--- src/rtl/burn_pkg.sv ---
package burn_pkg;
    typedef enum logic [2:0] {
        ST_INIT,
        ST_HELLO,
        ST_IDLE,
        ST_LATCH,
        ST_PULSE,
        ST_RELEASE,
        ST_READ,
        ST_ECHO
    } burn_state_t;
endpackage

--- src/rtl/burn_addr_ptr.sv ---
module burn_addr_ptr #(
    parameter int AW = 16
) (
    input  logic          clk,
    input  logic          rst_n,
    input  logic          load,
    input  logic [AW-1:0] load_val,
    input  logic          step,
    output logic [AW-1:0] ptr
);
    localparam logic [AW-1:0] ONE = AW'(1);

    always_ff @(posedge clk or negedge rst_n) begin
        if (!rst_n) begin
            ptr <= '0;
        end else if (load) begin
            ptr <= load_val;
        end else if (step) begin
            ptr <= ptr + ONE;
        end
    end

    // a step from the top address lands on zero
    p_wrap_r3: assert property (@(posedge clk) disable iff (!rst_n)
        (step && !load && ptr == {AW{1'b1}}) |=> (ptr == '0));
endmodule

--- src/rtl/burn_pulse_timer.sv ---
module burn_pulse_timer #(
    parameter int CW = 16
) (
    input  logic          clk,
    input  logic          rst_n,
    input  logic          load,
    input  logic [CW-1:0] len_in,
    input  logic          clear,
    input  logic          run,
    input  logic          tick,
    output logic          done
);
    logic [CW-1:0] target_q;
    logic [CW-1:0] cnt_q;
    logic [CW:0]   cnt_nxt;

    assign cnt_nxt = {1'b0, cnt_q} + {{CW{1'b0}}, tick};
    assign done    = run && (cnt_nxt >= {1'b0, target_q});

    always_ff @(posedge clk or negedge rst_n) begin
        if (!rst_n) begin
            target_q <= CW'(1);
        end else if (load) begin
            target_q <= (len_in == '0) ? CW'(1) : len_in;
        end
    end

    always_ff @(posedge clk or negedge rst_n) begin
        if (!rst_n) begin
            cnt_q <= '0;
        end else if (clear) begin
            cnt_q <= '0;
        end else if (run && tick) begin
            cnt_q <= cnt_nxt[CW-1:0];
        end
    end

    // the count never runs past the target while the pulse is active
    p_count_bound_r5: assert property (@(posedge clk) disable iff (!rst_n)
        run |-> (cnt_q < target_q));
endmodule

--- src/rtl/burn_seq.sv ---
module burn_seq
    import burn_pkg::*;
#(
    parameter int          AW         = 16,
    parameter int          DW         = 8,
    parameter int          CW         = 16,
    parameter logic [7:0]  READY_CHAR = 8'hFF
) (
    input  logic          clk,
    input  logic          rst_n,
    input  logic          tick,
    input  logic [AW-1:0] cfg_start_addr,
    input  logic [CW-1:0] cfg_pulse_len,
    input  logic [DW-1:0] rx_data,
    input  logic          rx_valid,
    output logic          rx_ready,
    output logic [DW-1:0] tx_data,
    output logic          tx_valid,
    input  logic          tx_ready,
    output logic [AW-1:0] mem_addr,
    output logic [DW-1:0] mem_wdata,
    output logic          mem_latch,
    output logic          mem_pgm,
    input  logic [DW-1:0] mem_rdata
);
    localparam logic [DW-1:0] HELLO = DW'(READY_CHAR);

    burn_state_t   state_q, state_d;
    logic [DW-1:0] data_q;
    logic [DW-1:0] echo_q;
    logic [AW-1:0] ptr;
    logic          pulse_done;
    logic          cfg_load;
    logic          ptr_step;
    logic          timer_clear;
    logic          timer_run;

    assign cfg_load    = (state_q == ST_INIT);
    assign ptr_step    = (state_q == ST_ECHO) && tx_ready;
    assign timer_clear = (state_q == ST_LATCH);
    assign timer_run   = (state_q == ST_PULSE);

    burn_addr_ptr #(.AW(AW)) addr_i (
        .clk      (clk),
        .rst_n    (rst_n),
        .load     (cfg_load),
        .load_val (cfg_start_addr),
        .step     (ptr_step),
        .ptr      (ptr)
    );

    burn_pulse_timer #(.CW(CW)) timer_i (
        .clk    (clk),
        .rst_n  (rst_n),
        .load   (cfg_load),
        .len_in (cfg_pulse_len),
        .clear  (timer_clear),
        .run    (timer_run),
        .tick   (tick),
        .done   (pulse_done)
    );

    // state register
    always_ff @(posedge clk or negedge rst_n) begin
        if (!rst_n) begin
            state_q <= ST_INIT;
        end else begin
            state_q <= state_d;
        end
    end

    // next state
    always_comb begin
        state_d = state_q;
        unique case (state_q)
            ST_INIT:    state_d = ST_HELLO;
            ST_HELLO:   if (tx_ready) state_d = ST_IDLE;
            ST_IDLE:    if (rx_valid) state_d = ST_LATCH;
            ST_LATCH:   state_d = ST_PULSE;
            ST_PULSE:   if (pulse_done) state_d = ST_RELEASE;
            ST_RELEASE: state_d = ST_READ;
            ST_READ:    state_d = ST_ECHO;
            ST_ECHO:    if (tx_ready) state_d = ST_IDLE;
            default:    state_d = ST_INIT;
        endcase
    end

    // data capture
    always_ff @(posedge clk or negedge rst_n) begin
        if (!rst_n) begin
            data_q <= '0;
            echo_q <= '0;
        end else begin
            if (state_q == ST_IDLE && rx_valid) data_q <= rx_data;
            if (state_q == ST_READ)             echo_q <= mem_rdata;
        end
    end

    // outputs
    always_comb begin
        rx_ready  = 1'b0;
        tx_valid  = 1'b0;
        tx_data   = echo_q;
        mem_latch = 1'b0;
        mem_pgm   = 1'b0;
        mem_addr  = ptr;
        mem_wdata = data_q;
        unique case (state_q)
            ST_INIT:    ;
            ST_HELLO:   begin tx_valid = 1'b1; tx_data = HELLO; end
            ST_IDLE:    rx_ready = 1'b1;
            ST_LATCH:   mem_latch = 1'b1;
            ST_PULSE:   begin mem_latch = 1'b1; mem_pgm = 1'b1; end
            ST_RELEASE: mem_latch = 1'b1;
            ST_READ:    ;
            ST_ECHO:    tx_valid = 1'b1;
            default:    ;
        endcase
    end

    // the program pulse only occurs under the latch
    p_pgm_in_latch_r4: assert property (@(posedge clk) disable iff (!rst_n)
        mem_pgm |-> mem_latch);
    // the latch opens before the pulse starts
    p_latch_first_r4: assert property (@(posedge clk) disable iff (!rst_n)
        $rose(mem_latch) |-> !mem_pgm);
    // the latch outlasts the pulse
    p_latch_last_r4: assert property (@(posedge clk) disable iff (!rst_n)
        $fell(mem_pgm) |-> mem_latch);
    // address and data hold under the latch
    p_latch_steady_r4: assert property (@(posedge clk) disable iff (!rst_n)
        (mem_latch && $past(mem_latch)) |-> ($stable(mem_addr) && $stable(mem_wdata)));
    // transmit data holds under backpressure
    p_tx_hold_r7: assert property (@(posedge clk) disable iff (!rst_n)
        (tx_valid && !tx_ready) |=> (tx_valid && $stable(tx_data)));
    // no new byte is taken while a byte is being sent
    p_rx_blocked_r7: assert property (@(posedge clk) disable iff (!rst_n)
        rx_ready |-> !tx_valid && !mem_latch);
endmodule

--- config.mk ---
export PLATFORM = sky130hd
export DESIGN_NAME = burn_seq
export DESIGN_NICKNAME = d
export VERILOG_FILES = /design/src/rtl/burn_pkg.sv /design/src/rtl/burn_addr_ptr.sv /design/src/rtl/burn_pulse_timer.sv /design/src/rtl/burn_seq.sv
export SDC_FILE = /design/constraint.sdc
export NUM_CORES = 1
export LEC_CHECK = 0
export BUFFER_PORTS_ARGS = -buffer_cell sky130_fd_sc_hd__buf_2
export CELL_PAD_IN_SITES_DETAIL_PLACEMENT = 1
export CELL_PAD_IN_SITES_GLOBAL_PLACEMENT = 1
export CORE_ASPECT_RATIO = 0.8
export CORE_MARGIN = 8
export CORE_UTILIZATION = 44
export DETAILED_ROUTE_END_ITERATION = 10
export GPL_TIMING_DRIVEN = 0
export PLACE_DENSITY_LB_ADDON = 0.1
export SLEW_MARGIN = 20
export SYNTH_ARGS = -nofsm -noshare
export SYNTH_HDL_FRONTEND = slang
export SYNTH_HIERARCHICAL = 1
export SYNTH_SLANG_ARGS = --single-unit
--- constraint.sdc ---
create_clock -name clk -period 6.7 [get_ports clk]
set_input_delay 0.67 -clock clk [delete_from_list [all_inputs] [get_ports clk]]
set_output_delay 0.67 -clock clk [all_outputs]
set_load 0.05 [all_outputs]
======== Yosys cells after proc, flatten, opt, wreduce, memory -nomap -nowiden ========
Index checks and enable logic that the tools add are counted.
storage, ports and cells
  bits in registers ....................... 67
  bits in latches ......................... 0
  memory bits (writable) .................. 0
  memory bits (read-only) ................. 0
  bits of input ports ..................... 53
  output and inout port bits .............. 36
  logic and storage cells ................. 44
  memories ................................ 0
operators by class
  $add $sub $neg .......................... 2
  multiply operators ...................... 0
  divide/modulo/power cells ............... 0
  $lt $le $gt $ge ......................... 1
  equal/unequal tests ..................... 10
  shift-type cells ........................ 0
  muxes and demuxes ....................... 14
  bitwise operators ....................... 0
  reduce and logical (&&, ||, !) cells .... 11
operator list
  kind                                                  number
  two-way mux 16 bit                                    5
  one-hot mux 3 bit (7 select lines)                    1
  adder 16 x 1 -> 17 bit                                1
  greater-or-equal comparator 17 x 16 -> 1 bit          1
  adder 16 x 1 -> 16 bit (second input constant)        1
  logical NOT 16 bit                                    1
  equality test 3 bit (second input constant)           4
  two-way mux 3 bit                                     3
  two-way mux 8 bit                                     1
  equality test 3 x 2 -> 1 bit (second input constant)  2
  logical AND 1 bit                                     4
  two-way mux 1 bit                                     4
  != test 2 bit (second input constant)                 2
  nonzero test 2 bit                                    2
  equality test 3 x 1 -> 1 bit (second input constant)  1
  logical NOT 3 bit                                     1
  AND reduction 3 bit                                   1
  OR reduction 3 bit                                    1
  != test 2 x 1 -> 1 bit (second input constant)        1
  OR reduction 2 bit                                    1

======== Logic depth before layout (Yosys ltp) ========
  depth in word-level cells ............... 5
  gate-level depth with buffers ........... 13
  gate-level depth less buffers ........... 12

======== Modules after synthesis ========
Netlist, hierarchy kept.
modules (own cells, without submodules)
  module            times used  cells each  area an instance (um2)  sequential area each (um2)
  burn_pulse_timer  1           236         2059.5                  802.0
  burn_addr_ptr     1           99          943.4                   400.4
  burn_seq          1           69          879.6                   475.5

======== Worst setup path before layout ========
Ideal clock, no wire load.
  path type ............................... in2reg
  from .................................... in tick
  to ...................................... reg state_q[0]
  setup time .............................. 123 ps
  data arrival time ....................... 2833 ps
  data required time ...................... 6577 ps
  setup slack ............................. 3745 ps
  stages on the path ...................... 12
  path buffers ............................ 1
  cell sequence ........................... ha_1 > ha_1 > buf_2 > nand3_1 > xnor2_1 > ha_1 > a21oi_1 > o21ai_0 > a2111oi_0 > o221ai_1 > nor2b_1 > o221a_2
on the way
  cells in the longest elaborated chain, start to end .. 5
RTL lines
  what                                          RTL line                source
  start, declared                               burn_seq.sv:11          input logic tick,
  adder 16 x 1 -> 17 bit                        burn_pulse_timer.sv:17  assign cnt_nxt = {1'b0, cnt_q} + {{CW{1'b0}}, tick};
  greater-or-equal comparator 17 x 16 -> 1 bit  burn_pulse_timer.sv:18  assign done = run && (cnt_nxt >= {1'b0, target_q});
  logical AND 1 bit                             burn_pulse_timer.sv:18
  named net pulse_done                          burn_seq.sv:32          logic pulse_done;
  != test 2 bit (no source line)                --
  AND reduction 3 bit (no source line)          --
  end signal, assigned                          burn_seq.sv:68          state_q <= state_d;
  end, declared                                 burn_seq.sv:28          burn_state_t state_q, state_d;
The timed path passes the listed nets, and every way through them passes these cells.
A chain may end at the register's enable or synchronous reset.

======== Worst setup path after layout ========
  from .................................... reg timer_i.cnt_q[3]
  to ...................................... reg state_q[0]
on the way
  cells in the longest elaborated chain, start to end .. 5
RTL lines
  what                                          RTL line                source
  start, declared                               burn_pulse_timer.sv:14  logic [CW-1:0] cnt_q;
  start signal, assigned                        burn_pulse_timer.sv:34  cnt_q <= cnt_nxt[CW-1:0];
  adder 16 x 1 -> 17 bit                        burn_pulse_timer.sv:17
  greater-or-equal comparator 17 x 16 -> 1 bit  burn_pulse_timer.sv:18
  logical AND 1 bit                             burn_pulse_timer.sv:18
  named net pulse_done                          burn_seq.sv:32
  != test 2 bit (no source line)                --
  AND reduction 3 bit (no source line)          --
The timed path passes the listed nets, and every way through them passes these cells.

==> qor.yml <==
status: "complete, no violations"
first_global_vias: 3635
yosys_most_used_dff: "dfrtp_1"
yosysSeqAreaShare: 0.432
finalHoldViolations: 0
io_buffers: 88
fmax_mhz: 297
synth_cell_types: 57
grt_pass1_wl_um: 18300
die_y_um: 100
multi_input_area_mm2: 0.00201
gp_congestion: 0.789
n_antenna_cell: 0
synth_top_area_share: 0.425
hpwl_um: 8300
wl_per_cell_um: 17.4
hold_buffers: 0
avgSynthCellArea_um2: 9.61
power.net_switching_uw: 985
min_period_over_period: 0.502
synth_area_leaders: "dfrtp_1 43%, ha_1 6.1%, mux2_2 4.9%, nand2_1 4.4%, o21ai_0 4.4%"
yosysTopAreaCell: "dfrtp_1"
worstPathCellList: "and4_2 -> buf_2 -> nand3_1 -> nor2_1 -> xor2_1 -> ha_1 -> nand4_1 -> nor3_1 -> a2111oi_0 -> o221ai_1 -> nor2b_1 -> o221a_2"
post_cts_buffers: 0
dieArea_mm2: 0.0121
track_usage: 0.188
syn_nets: 476
start_util: 0.456
wl_um: 10800
critical_path_class: "flop to flop"
setup_viol_count_final: 0
pin_count: 89
firstDrtPassIters: 6
rows: 30
hold_path_class: "input pin to async pin"
seq_area_mm2: 0.00168
dr.first_iter.drc_count: 102
leakagePower_uw: 0.00219
numCtsBuffers: 9
r2r_slack_ps: 3340
power_density_mw_per_mm2: 437
synth-edff-count: 0
power.total_uw: 2050
reg2reg_from: "timer_i/cnt_q[3]$_DFFE_PN0P_"
grt_max_degree: 37
ys_ff_latch: 67
slew_headroom: 0.526
swShare: 0.481
post_cts_resized: 0
startpoint: "timer_i/cnt_q[3]$_DFFE_PN0P_"
die_w_um: 121
drc: 0
slew_violations: 0
core_area_mm2: 0.00852
crit_arrival_ps: 3590
root_buffer: "clkbuf_8"
cap_violations: 0
rr_endpoint: "state_q[0]$_DFFE_PN0P_"
cts.path.max_buffers: 2
reg2reg_depth: 12
sequentialPowerShare: 0.330
ys_top_cells_by_count: "66 x dfrtp_1, 46 x nand2_1, 34 x o21ai_0, 27 x inv_1, 21 x nor2_1"
path_max_fanout: 7
fillers: 1023
cts_tree: "yes"
fin_util: 0.550
drive_above_1_share: 0.308
cp_slowest_cell: "a2111oi_0"
worst_clock_skew_ps: 6.27
dr_total_vias: 3334
endpoint_kind: "flop"
worstSetupStartpointType: "flop"
vdd_drop_max_v: 0.000265
syn_inst: 404
finalNetCount: 576
fin_crit_ps: 3360
tightest_slew_ps: 708
cts-htree-levels: 3
clock-sinks: 67
p_int_uw: 1060
synth-async-reset-ratio: 1.00
overflow: 0
antenna_left: 0
tns_ps: 0
clk_pin_slew_ps: 70
yosysMostFrequentCell: "dfrtp_1"
syn-cell-area_mm2: 0.00388
antenna_found_initial: 0
cpPeakStageDelay_ps: 500
insertion_delay_ps: 350
ys_warn_count: 6
clock_power_share: 0.167
cp_data_required_time_ps: 6930
rsz0062_at_grt: "no"
avgViaCountPerCell: 5.37
syn_to_final_growth_pct: 20.8
p_comb_frac: 0.503
## layout by cell type (no fill, tap or decap), drive strengths merged, types with 3 or more instances in the layout
cell type    n
a21oi       13
a31oi        3
and3         3
and4         7
buf        100
clkbuf      23
dfrtp       66
ha          19
inv         27
mux2        17
nand2       47
nand2b       5
nand3       13
nand4       13
nor2        22
nor2b        3
nor3         9
nor4         9
o21ai       35
o31ai        3
or2          8
or3          4
or4          3
xnor2       18
xor2        15
## sequential cells by signal, indices dropped and copies added, names as in the netlist
signal	flops
state_q	3
addr_i/ptr	16
timer_i/cnt_q	16
echo_q	8
timer_i/target_q	16
mem_wdata	8
## per-stage QoR
step,area (um2),hold WS (ps),setup WS (ps),instances
floorplan,3880,374,3740,404
global placement,4460,479,3080,604
detailed placement,4490,486,3050,605
CTS,4690,255,3350,621
global route,4690,280,3090,621
finish,4690,257,3340,621
## how the worst max path moves through the flow
| stage | end | cells after the start | slack, ps |
|---|---|---|---|
| finish | state_q[0]$_DFFE_PN0P_ | 12 | 3340 |
| detailed placement | state_q[0]$_DFFE_PN0P_ | 13 | 3050 |
| global route | state_q[0]$_DFFE_PN0P_ | 12 | 3090 |
| CTS | state_q[0]$_DFFE_PN0P_ | 12 | 3350 |
| global placement | state_q[0]$_DFFE_PN0P_ | 13 | 3080 |
| floorplan | state_q[0]$_DFFE_PN0P_ | 12 | 3740 |
## area by class of cell
cell class	instances	share of cell area
clock buffers	14	0.0347
well taps	112	0.0299
clock inverters	2	0.00747
plain buffers	20	0.0211
multi-input cells	290	0.429
inverters	27	0.0216
repair buffers	89	0.0987
flip-flops and latches	67	0.358
## routing by layer
layer  GRT usage  up-vias  part of all wire  wire (um)
met5           0        -                 0          0
met4      0.0613        0             0.012        130
met3      0.0668       12             0.067        723
met2       0.288       90              0.46       4940
met1       0.241     1613              0.46       5020
li1            -     1619                 -          -
## critical path: cells and delay by family (launching register included)
kind            cells  cell delay, ps
simple gates        6            1040
compound gates      3            1030
flops               1             480
fa+ha+maj           1             280
xor+xnor            1             220
buf+inv             1             190
## cell families (layout without fill, tap and decap cells)
family | after synthesis | count (layout) | synth area share
AO/OA/AOI/OAI | 68 | 68 | 0.104
AND/OR/NAND/NOR | 152 | 152 | 0.225
adder cells (fa/ha/maj) | 19 | 19 | 0.0612
flip-flops | 67 | 67 | 0.432
multiplexers | 18 | 18 | 0.0519
buffers and inverters | 47 | 152 | 0.0516
XOR/XNOR | 33 | 33 | 0.0744
## power by group through the flow
stage	logic, uW	clock network (uW)	registers, uW
detailed placement	1040	0	684
global placement	1010	0	674
CTS	1040	356	679
finish	1030	341	677
floorplan	533	0	916
global route	1120	369	699
(Power assumes the default switching activity.)
